**config.mk**
```make
export PLATFORM = sky130hd
export DESIGN_NAME = nor_cmd_decoder
export DESIGN_NICKNAME = d
export VERILOG_FILES = /design/src/rtl/nor_cmd_pkg.sv /design/src/rtl/nor_cycle_match.sv /design/src/rtl/nor_seq_fsm.sv /design/src/rtl/nor_op_latch.sv /design/src/rtl/nor_cmd_decoder.sv
export SDC_FILE = /design/constraint.sdc
export NUM_CORES = 1
export LEC_CHECK = 0
export ABC_AREA = 1
export BUFFER_PORTS_ARGS = -buffer_cell sky130_fd_sc_hd__buf_2
export CAP_MARGIN = 20
export CORE_MARGIN = 3
export CORE_UTILIZATION = 52
export CTS_CLUSTER_SIZE = 12
export DETAILED_ROUTE_END_ITERATION = 8
export PLACE_DENSITY_LB_ADDON = 0.15
export SYNTH_ARGS = -nofsm -noshare
export SYNTH_HDL_FRONTEND = slang
export SYNTH_SLANG_ARGS = --single-unit
```
**constraint.sdc**
```tcl
create_clock -name clk -period 2.5 [get_ports clk]
set_clock_uncertainty 0.05 [all_clocks]
set_input_delay 0.75 -clock clk [delete_from_list [all_inputs] [get_ports clk]]
set_output_delay 0.75 -clock clk [all_outputs]
set_load 0.01 [all_outputs]
```
**src/rtl/nor_cmd_pkg.sv**
```systemverilog
package nor_cmd_pkg;

    typedef enum logic [2:0] {
        MODE_READ    = 3'd0,
        MODE_AUTOSEL = 3'd1,
        MODE_CFI     = 3'd2,
        MODE_BYPASS  = 3'd3,
        MODE_ESUSP   = 3'd4,
        MODE_SECURE  = 3'd5
    } mode_t;

    typedef enum logic [2:0] {
        OP_NONE         = 3'd0,
        OP_PROGRAM      = 3'd1,
        OP_CHIP_ERASE   = 3'd2,
        OP_SECTOR_ERASE = 3'd3,
        OP_SUSPEND      = 3'd4,
        OP_RESUME       = 3'd5
    } op_t;

    typedef enum logic [3:0] {
        SQ_IDLE,
        SQ_UL1,
        SQ_UL2,
        SQ_PGM,
        SQ_ER0,
        SQ_ER1,
        SQ_ER2,
        SQ_BYP_PGM,
        SQ_BYP_EXIT,
        SQ_SEC_EXIT
    } seq_t;

    // Address match flags for the three special command addresses
    typedef struct packed {
        logic at_055;
        logic at_2aa;
        logic at_555;
    } addr_hit_t;

    localparam logic [7:0] CMD_UNLOCK_A = 8'hAA;
    localparam logic [7:0] CMD_UNLOCK_B = 8'h55;
    localparam logic [7:0] CMD_AUTOSEL  = 8'h90;
    localparam logic [7:0] CMD_PROGRAM  = 8'hA0;
    localparam logic [7:0] CMD_BYPASS   = 8'h20;
    localparam logic [7:0] CMD_SECURE   = 8'h88;
    localparam logic [7:0] CMD_ERASE    = 8'h80;
    localparam logic [7:0] CMD_CHIP     = 8'h10;
    localparam logic [7:0] CMD_SECTOR   = 8'h30;
    localparam logic [7:0] CMD_SUSPEND  = 8'hB0;
    localparam logic [7:0] CMD_RESET    = 8'hF0;
    localparam logic [7:0] CMD_CFI      = 8'h98;
    localparam logic [7:0] CMD_ZERO     = 8'h00;

endpackage

```
**src/rtl/nor_cycle_match.sv**
```systemverilog
module nor_cycle_match
    import nor_cmd_pkg::*;
#(
    parameter int CMP_W = 11
) (
    input  logic [CMP_W-1:0] addr_lo,
    output addr_hit_t        hit
);

    localparam int NKEYS = 3;
    localparam logic [NKEYS-1:0][CMP_W-1:0] KEYS = {
        CMP_W'(12'h055),
        CMP_W'(12'h2AA),
        CMP_W'(12'h555)
    };

    logic [NKEYS-1:0] hit_v;

    for (genvar i = 0; i < NKEYS; i++) begin : g_key
        assign hit_v[i] = (addr_lo == KEYS[i]);
    end

    assign hit = addr_hit_t'(hit_v);

endmodule

```
**src/rtl/nor_seq_fsm.sv**
```systemverilog
module nor_seq_fsm
    import nor_cmd_pkg::*;
#(
    parameter int ADDR_W   = 22,
    parameter int DATA_W   = 16,
    parameter int SECT_LSB = 15
) (
    input  logic              clk,
    input  logic              rst_n,
    input  logic              wr_en,
    input  logic [ADDR_W-1:0] wr_addr,
    input  logic [DATA_W-1:0] wr_data,
    input  addr_hit_t         hit,
    input  logic              busy,
    output mode_t             mode,
    output logic              issue,
    output op_t               issue_kind,
    output logic [ADDR_W-1:0] issue_addr,
    output logic [DATA_W-1:0] issue_data
);

    localparam logic [ADDR_W-1:0] SECT_MASK =
        ~((ADDR_W'(1) << SECT_LSB) - ADDR_W'(1));

    seq_t  seq, seq_n;
    mode_t mode_n;
    logic  susp, susp_n;      // an erase is suspended
    logic  run, run_n;        // a sector erase is running
    logic [7:0] cmd;

    assign cmd = wr_data[7:0];

    // State register
    always_ff @(posedge clk) begin
        if (!rst_n) begin
            seq  <= SQ_IDLE;
            mode <= MODE_READ;
            susp <= 1'b0;
            run  <= 1'b0;
        end else begin
            seq  <= seq_n;
            mode <= mode_n;
            susp <= susp_n;
            run  <= run_n;
        end
    end

    // Next state and issue decision
    always_comb begin
        seq_n      = seq;
        mode_n     = mode;
        susp_n     = susp;
        run_n      = run && busy;
        issue      = 1'b0;
        issue_kind = OP_NONE;
        issue_addr = wr_addr;
        issue_data = wr_data;

        if (wr_en && busy) begin
            // suspend: only a B0h during a running sector erase
            if (cmd == CMD_SUSPEND && run) begin
                issue      = 1'b1;
                issue_kind = OP_SUSPEND;
                mode_n     = MODE_ESUSP;
                susp_n     = 1'b1;
                run_n      = 1'b0;
                seq_n      = SQ_IDLE;
            end
        end else if (wr_en) begin
            unique case (seq)
                SQ_IDLE: begin
                    unique case (mode)
                        MODE_BYPASS: begin
                            if (cmd == CMD_PROGRAM)       seq_n = SQ_BYP_PGM;
                            else if (cmd == CMD_AUTOSEL)  seq_n = SQ_BYP_EXIT;
                        end
                        MODE_CFI: begin
                            if (cmd == CMD_RESET)
                                mode_n = susp ? MODE_ESUSP : MODE_READ;
                        end
                        default: begin
                            if (cmd == CMD_RESET && mode != MODE_SECURE) begin
                                mode_n = susp ? MODE_ESUSP : MODE_READ;
                            end else if (cmd == CMD_UNLOCK_A && hit.at_555) begin
                                seq_n = SQ_UL1;
                            end else if (cmd == CMD_CFI && hit.at_055 &&
                                         (mode == MODE_READ || mode == MODE_AUTOSEL)) begin
                                mode_n = MODE_CFI;
                            end else if (cmd == CMD_SECTOR && mode == MODE_ESUSP) begin
                                issue      = 1'b1;
                                issue_kind = OP_RESUME;
                                mode_n     = MODE_READ;
                                susp_n     = 1'b0;
                                run_n      = 1'b1;
                            end
                        end
                    endcase
                end
                SQ_UL1: seq_n = (cmd == CMD_UNLOCK_B && hit.at_2aa) ? SQ_UL2 : SQ_IDLE;
                SQ_UL2: begin
                    seq_n = SQ_IDLE;
                    if (hit.at_555) begin
                        unique case (cmd)
                            CMD_AUTOSEL: begin
                                if (mode == MODE_SECURE) seq_n = SQ_SEC_EXIT;
                                else                     mode_n = MODE_AUTOSEL;
                            end
                            CMD_PROGRAM: seq_n = SQ_PGM;
                            CMD_BYPASS:  if (mode == MODE_READ) mode_n = MODE_BYPASS;
                            CMD_SECURE:  if (mode == MODE_READ) mode_n = MODE_SECURE;
                            CMD_ERASE:   if (!susp) seq_n = SQ_ER0;
                            default:     seq_n = SQ_IDLE;
                        endcase
                    end
                end
                SQ_PGM, SQ_BYP_PGM: begin
                    issue      = 1'b1;
                    issue_kind = OP_PROGRAM;
                    seq_n      = SQ_IDLE;
                end
                SQ_ER0: seq_n = (cmd == CMD_UNLOCK_A && hit.at_555) ? SQ_ER1 : SQ_IDLE;
                SQ_ER1: seq_n = (cmd == CMD_UNLOCK_B && hit.at_2aa) ? SQ_ER2 : SQ_IDLE;
                SQ_ER2: begin
                    seq_n = SQ_IDLE;
                    if (cmd == CMD_CHIP && hit.at_555) begin
                        issue      = 1'b1;
                        issue_kind = OP_CHIP_ERASE;
                    end else if (cmd == CMD_SECTOR) begin
                        issue      = 1'b1;
                        issue_kind = OP_SECTOR_ERASE;
                        issue_addr = wr_addr & SECT_MASK;
                        run_n      = 1'b1;
                    end
                end
                SQ_BYP_EXIT: begin
                    seq_n = SQ_IDLE;
                    if (cmd == CMD_ZERO) mode_n = MODE_READ;
                end
                SQ_SEC_EXIT: begin
                    seq_n = SQ_IDLE;
                    if (cmd == CMD_ZERO) mode_n = MODE_READ;
                end
                default: seq_n = SQ_IDLE;
            endcase
        end
    end

endmodule

```
**src/rtl/nor_op_latch.sv**
```systemverilog
module nor_op_latch
    import nor_cmd_pkg::*;
#(
    parameter int ADDR_W = 22,
    parameter int DATA_W = 16
) (
    input  logic              clk,
    input  logic              rst_n,
    input  logic              issue,
    input  op_t               issue_kind,
    input  logic [ADDR_W-1:0] issue_addr,
    input  logic [DATA_W-1:0] issue_data,
    output logic              op_valid,
    output op_t               op_kind,
    output logic [ADDR_W-1:0] op_addr,
    output logic [DATA_W-1:0] op_data
);

    always_ff @(posedge clk) begin
        if (!rst_n) begin
            op_valid <= 1'b0;
            op_kind  <= OP_NONE;
            op_addr  <= '0;
            op_data  <= '0;
        end else begin
            op_valid <= issue;
            if (issue) begin
                op_kind <= issue_kind;
                op_addr <= issue_addr;
                op_data <= issue_data;
            end
        end
    end

endmodule

```
**src/rtl/nor_cmd_decoder.sv**
```systemverilog
module nor_cmd_decoder
    import nor_cmd_pkg::*;
#(
    parameter int ADDR_W   = 22,
    parameter int DATA_W   = 16,
    parameter int CMP_W    = 11,
    parameter int SECT_LSB = 15
) (
    input  logic              clk,
    input  logic              rst_n,
    input  logic              wr_en,
    input  logic [ADDR_W-1:0] wr_addr,
    input  logic [DATA_W-1:0] wr_data,
    input  logic              busy,
    output logic              op_valid,
    output logic [2:0]        op_kind,
    output logic [ADDR_W-1:0] op_addr,
    output logic [DATA_W-1:0] op_data,
    output logic [2:0]        mode
);

    addr_hit_t         hit;
    mode_t             mode_q;
    logic              issue;
    op_t               issue_kind;
    logic [ADDR_W-1:0] issue_addr;
    logic [DATA_W-1:0] issue_data;
    op_t               kind_q;

    nor_cycle_match #(.CMP_W(CMP_W)) u_match (
        .addr_lo (wr_addr[CMP_W-1:0]),
        .hit     (hit)
    );

    nor_seq_fsm #(.ADDR_W(ADDR_W), .DATA_W(DATA_W), .SECT_LSB(SECT_LSB)) u_fsm (
        .clk        (clk),
        .rst_n      (rst_n),
        .wr_en      (wr_en),
        .wr_addr    (wr_addr),
        .wr_data    (wr_data),
        .hit        (hit),
        .busy       (busy),
        .mode       (mode_q),
        .issue      (issue),
        .issue_kind (issue_kind),
        .issue_addr (issue_addr),
        .issue_data (issue_data)
    );

    nor_op_latch #(.ADDR_W(ADDR_W), .DATA_W(DATA_W)) u_latch (
        .clk        (clk),
        .rst_n      (rst_n),
        .issue      (issue),
        .issue_kind (issue_kind),
        .issue_addr (issue_addr),
        .issue_data (issue_data),
        .op_valid   (op_valid),
        .op_kind    (kind_q),
        .op_addr    (op_addr),
        .op_data    (op_data)
    );

    assign op_kind = kind_q;
    assign mode    = mode_q;

endmodule

```
==> flow_summary_export.csv <==
group,metric,value,unit
run_status,status,"completed",
worst_setup_path,r2r_start,"u_fsm.seq[1]",
worst_setup_path,r2r_slack,0.56,ns
worst_setup_path,path_max_fanout,12,
synth,synth_top_area_cell,"dfxtp_1",
synth,syn_area,2968,um2
placed_design,dpl.hpwl,6566,um
worst_setup_path,cp.arrival,2.39,ns
cts,cts_sinks,51,
die,core_area,5303,um2
cts,clk_pin_slew,0.10,ns
final_layout,final_cell_mix,"nand2_1, buf_2, nand3_1",
synth,synthCells,468,
cts,cts_tree,"built",
job,max-cap-violations,0,
synth,synth_sequential_area_ratio,34.40,%
die,ios,87,
synth,synthesis.nets,510,
worst_setup_path,rr_worst_depth,10,
timing,setup_viol,0,
worst_setup_path,end_kind,"register",
power_and_ir_drop,leakagePower,2.031,nW
power_and_ir_drop,power,1.573,mW
synth,synth_top_area_share,34.40,%
global_routing,track_usage,26.26,%
routing,wl,8545,um
power_and_ir_drop,p_int,1.108,mW
power_and_ir_drop,p_seq_share,52.9,%
final_layout,final_common_cell,"nand2_1",
timing,hold_violations,0,
min_path,holdPathStages,2,
synth,synth_warnings,0,
cts,cts-root-buf,"clkbuf_8",
power_and_ir_drop,switching_share,29.56,%
synth,synth_area_leaders,"dfxtp_1, nand2_1, nand3_1",
final_layout,diodes,0,
cts,cts_hold_buf,0,
min_path,hold_path_class,"register to register",
timing,tightest_slew,0.5162,ns
cts,h-tree-depth,2,
power_and_ir_drop,pwr-share-clk,32.5,%
power_and_ir_drop,vdd_drop_max,0.0002825,V
cts,clock_latency,0.31,ns
min_path,hp-start,"u_latch.op_addr[15]",
global_routing,grt_pass1_vias,2958,
cts,numCtsBuffers,5,
routing,ant_nets,0,
global_routing,grt-ovfl-total,0,
worst_setup_path,r2r-end,"u_latch.op_data[12]",
die,fp.dieH,81.55,um
power_and_ir_drop,pwr-share-comb,14.6,%
routing,drtIter0Drc,160,
timing,finalCritPeriodShare,87.06,%
placed_design,port-buffer-count,86,
timing,rsz0062_at_grt,"false",
routing,avgRoutedWirePerCell,13.80,um
global_routing,antenna_found_initial,0,
timing,fin_crit,2.176,ns
power_and_ir_drop,p_per_area,438.8,nW/um2
cts,postCtsSetupBuffers,0,
global_routing,grt_max_degree,54,
die,die_w,81.55,um
timing,max_slew_margin,65.59,%
worst_setup_path,critPathLaunchType,"primary input",
final_layout,final_layout_size_suffix_gt1_share,21.86,%
final_layout,layout.nets,590,
synth,ys_ff_latch,51,
final_layout,areaGrowthSynthToFinish,20.78,%
synth,synth_cell_types,29,
die,initial_core_util,55.97,%
synth,synth.avg_cell_area,6.342,um2
timing,setup_tns,0,ns
timing,whs,0.4268,ns
routing,dr.pass1.iters,5,
die,dieArea,6650,um2
final_layout,post-route-util,67.60,%
die,rows,26,
routing,drc_errors,0,
power_and_ir_drop,switchingPower,0.4650,mW
routing,vias_per_cell,5.475,
placed_design,gp_congestion,0.9750,
routing,dr_total_vias,3389,
timing,drv_slew,0,
cts,ctsResizeCount,0,
global_routing,grt_pass1_wl,13850,um
worst_setup_path,worstPathRequired,2.71,ns
cts,clockBufferDepth,2,
timing,max_freq,459.5,MHz
worst_setup_path,worstSetupPathType,"primary input to register",
min_path,min_to,"u_latch.op_addr[15]",
[stage by stage]
| stage | cell area (um2) | cells | worst slack (ns) |
|---|---|---|---|
| final | 3585 | 619 | 0.3236 |
| after global routing | 3585 | 619 | 0.1212 |
| after CTS | 3585 | 619 | 0.3282 |
| after detailed placement | 3487 | 611 | -0.0005389 |
| after global placement | 3487 | 611 | 0.06463 |
| after floorplan | 2968 | 468 | 0.4826 |
[cells in the mapped netlist, drive strengths merged]
cell,count
or2,3
nor3,4
nand2,117
o21ai,11
clkbuf,9
o211ai,1
o21bai,1
nor2,49
buf,14
nand4,54
a22o,1
o31ai,1
dfxtp,51
o22ai,1
a31oi,1
nand3b,1
a21oi,10
inv,65
nand3,73
a211oi,1
[cells by family after synthesis]
| family | share of synthesized area (%) |
|---|---|
| DFF | 34.40 |
| buffers and inverters | 12.39 |
| AOI/OAI and AO/OA | 5.565 |
| and+or+nand+nor | 47.64 |
[registers in the layout, indices dropped and copies added (netlist names)]
| register | count |
|---|---|
| u_latch.op_valid | 1 |
| u_latch.op_addr | 22 |
| u_fsm.run | 1 |
| u_fsm.mode | 3 |
| u_fsm.susp | 1 |
| u_latch.op_data | 16 |
| u_fsm.seq | 4 |
| u_latch.op_kind | 3 |
[cell type report]
type	instances	area [um2]
inverters	65	244.0
clock inverters	3	28.78
repair buffers	96	555.5
multi-input cells	329	1579
fillers	514	1718
flip-flops and latches	51	1021
clock buffers	5	68.82
well taps	70	87.58
[worst max-delay path, stage by stage]
cell and delay [ns]:
buf_2 0.11, nor2_1 0.22, nand2_1 0.17, nor2_4 0.17
inv_2 0.06, nor2_4 0.10, nand3_1 0.13, nand4_2 0.11
nand2_4 0.10, nand2_4 0.12, buf_4 0.19, nand3_1 0.09
nand2_1 0.07
[metal layers]
metal / vias to the layer above / routed length (um) / GRT usage [%]
met3: 13 / 695 / 5.811
met5: - / 0 / 0
met1: 1539 / 3694 / 34.75
li1: 1704 / - / -
met4: 0 / 135 / 7.095
met2: 133 / 4019 / 43.00
[how the worst max path moves through the flow]
| stage | start | cells past startpoint | slack (ns) | to |
|---|---|---|---|---|
| after global placement | wr_data[0] | 13 | 0.06 | u_latch.op_addr[19] |
| after global routing | wr_data[0] | 13 | 0.12 | u_latch.op_addr[14] |
| after floorplan | wr_data[0] | 11 | 0.48 | u_latch.op_addr[21] |
| after CTS | wr_data[0] | 13 | 0.33 | u_latch.op_data[12] |
| final | wr_data[0] | 13 | 0.32 | u_latch.op_data[12] |
| after detailed placement | wr_data[0] | 13 | -0.0005 | u_latch.op_data[12] |
[power by group through the flow]
stage	sequential, mW	clock, mW	combinational, mW
floorplan	0.850	0	0.137
global placement	0.851	0	0.225
detailed placement	0.851	0	0.226
CTS	0.832	0.524	0.227
global route	0.834	0.566	0.257
finish	0.832	0.511	0.230
No activity file was read; power rests on OpenSTA's default activity.
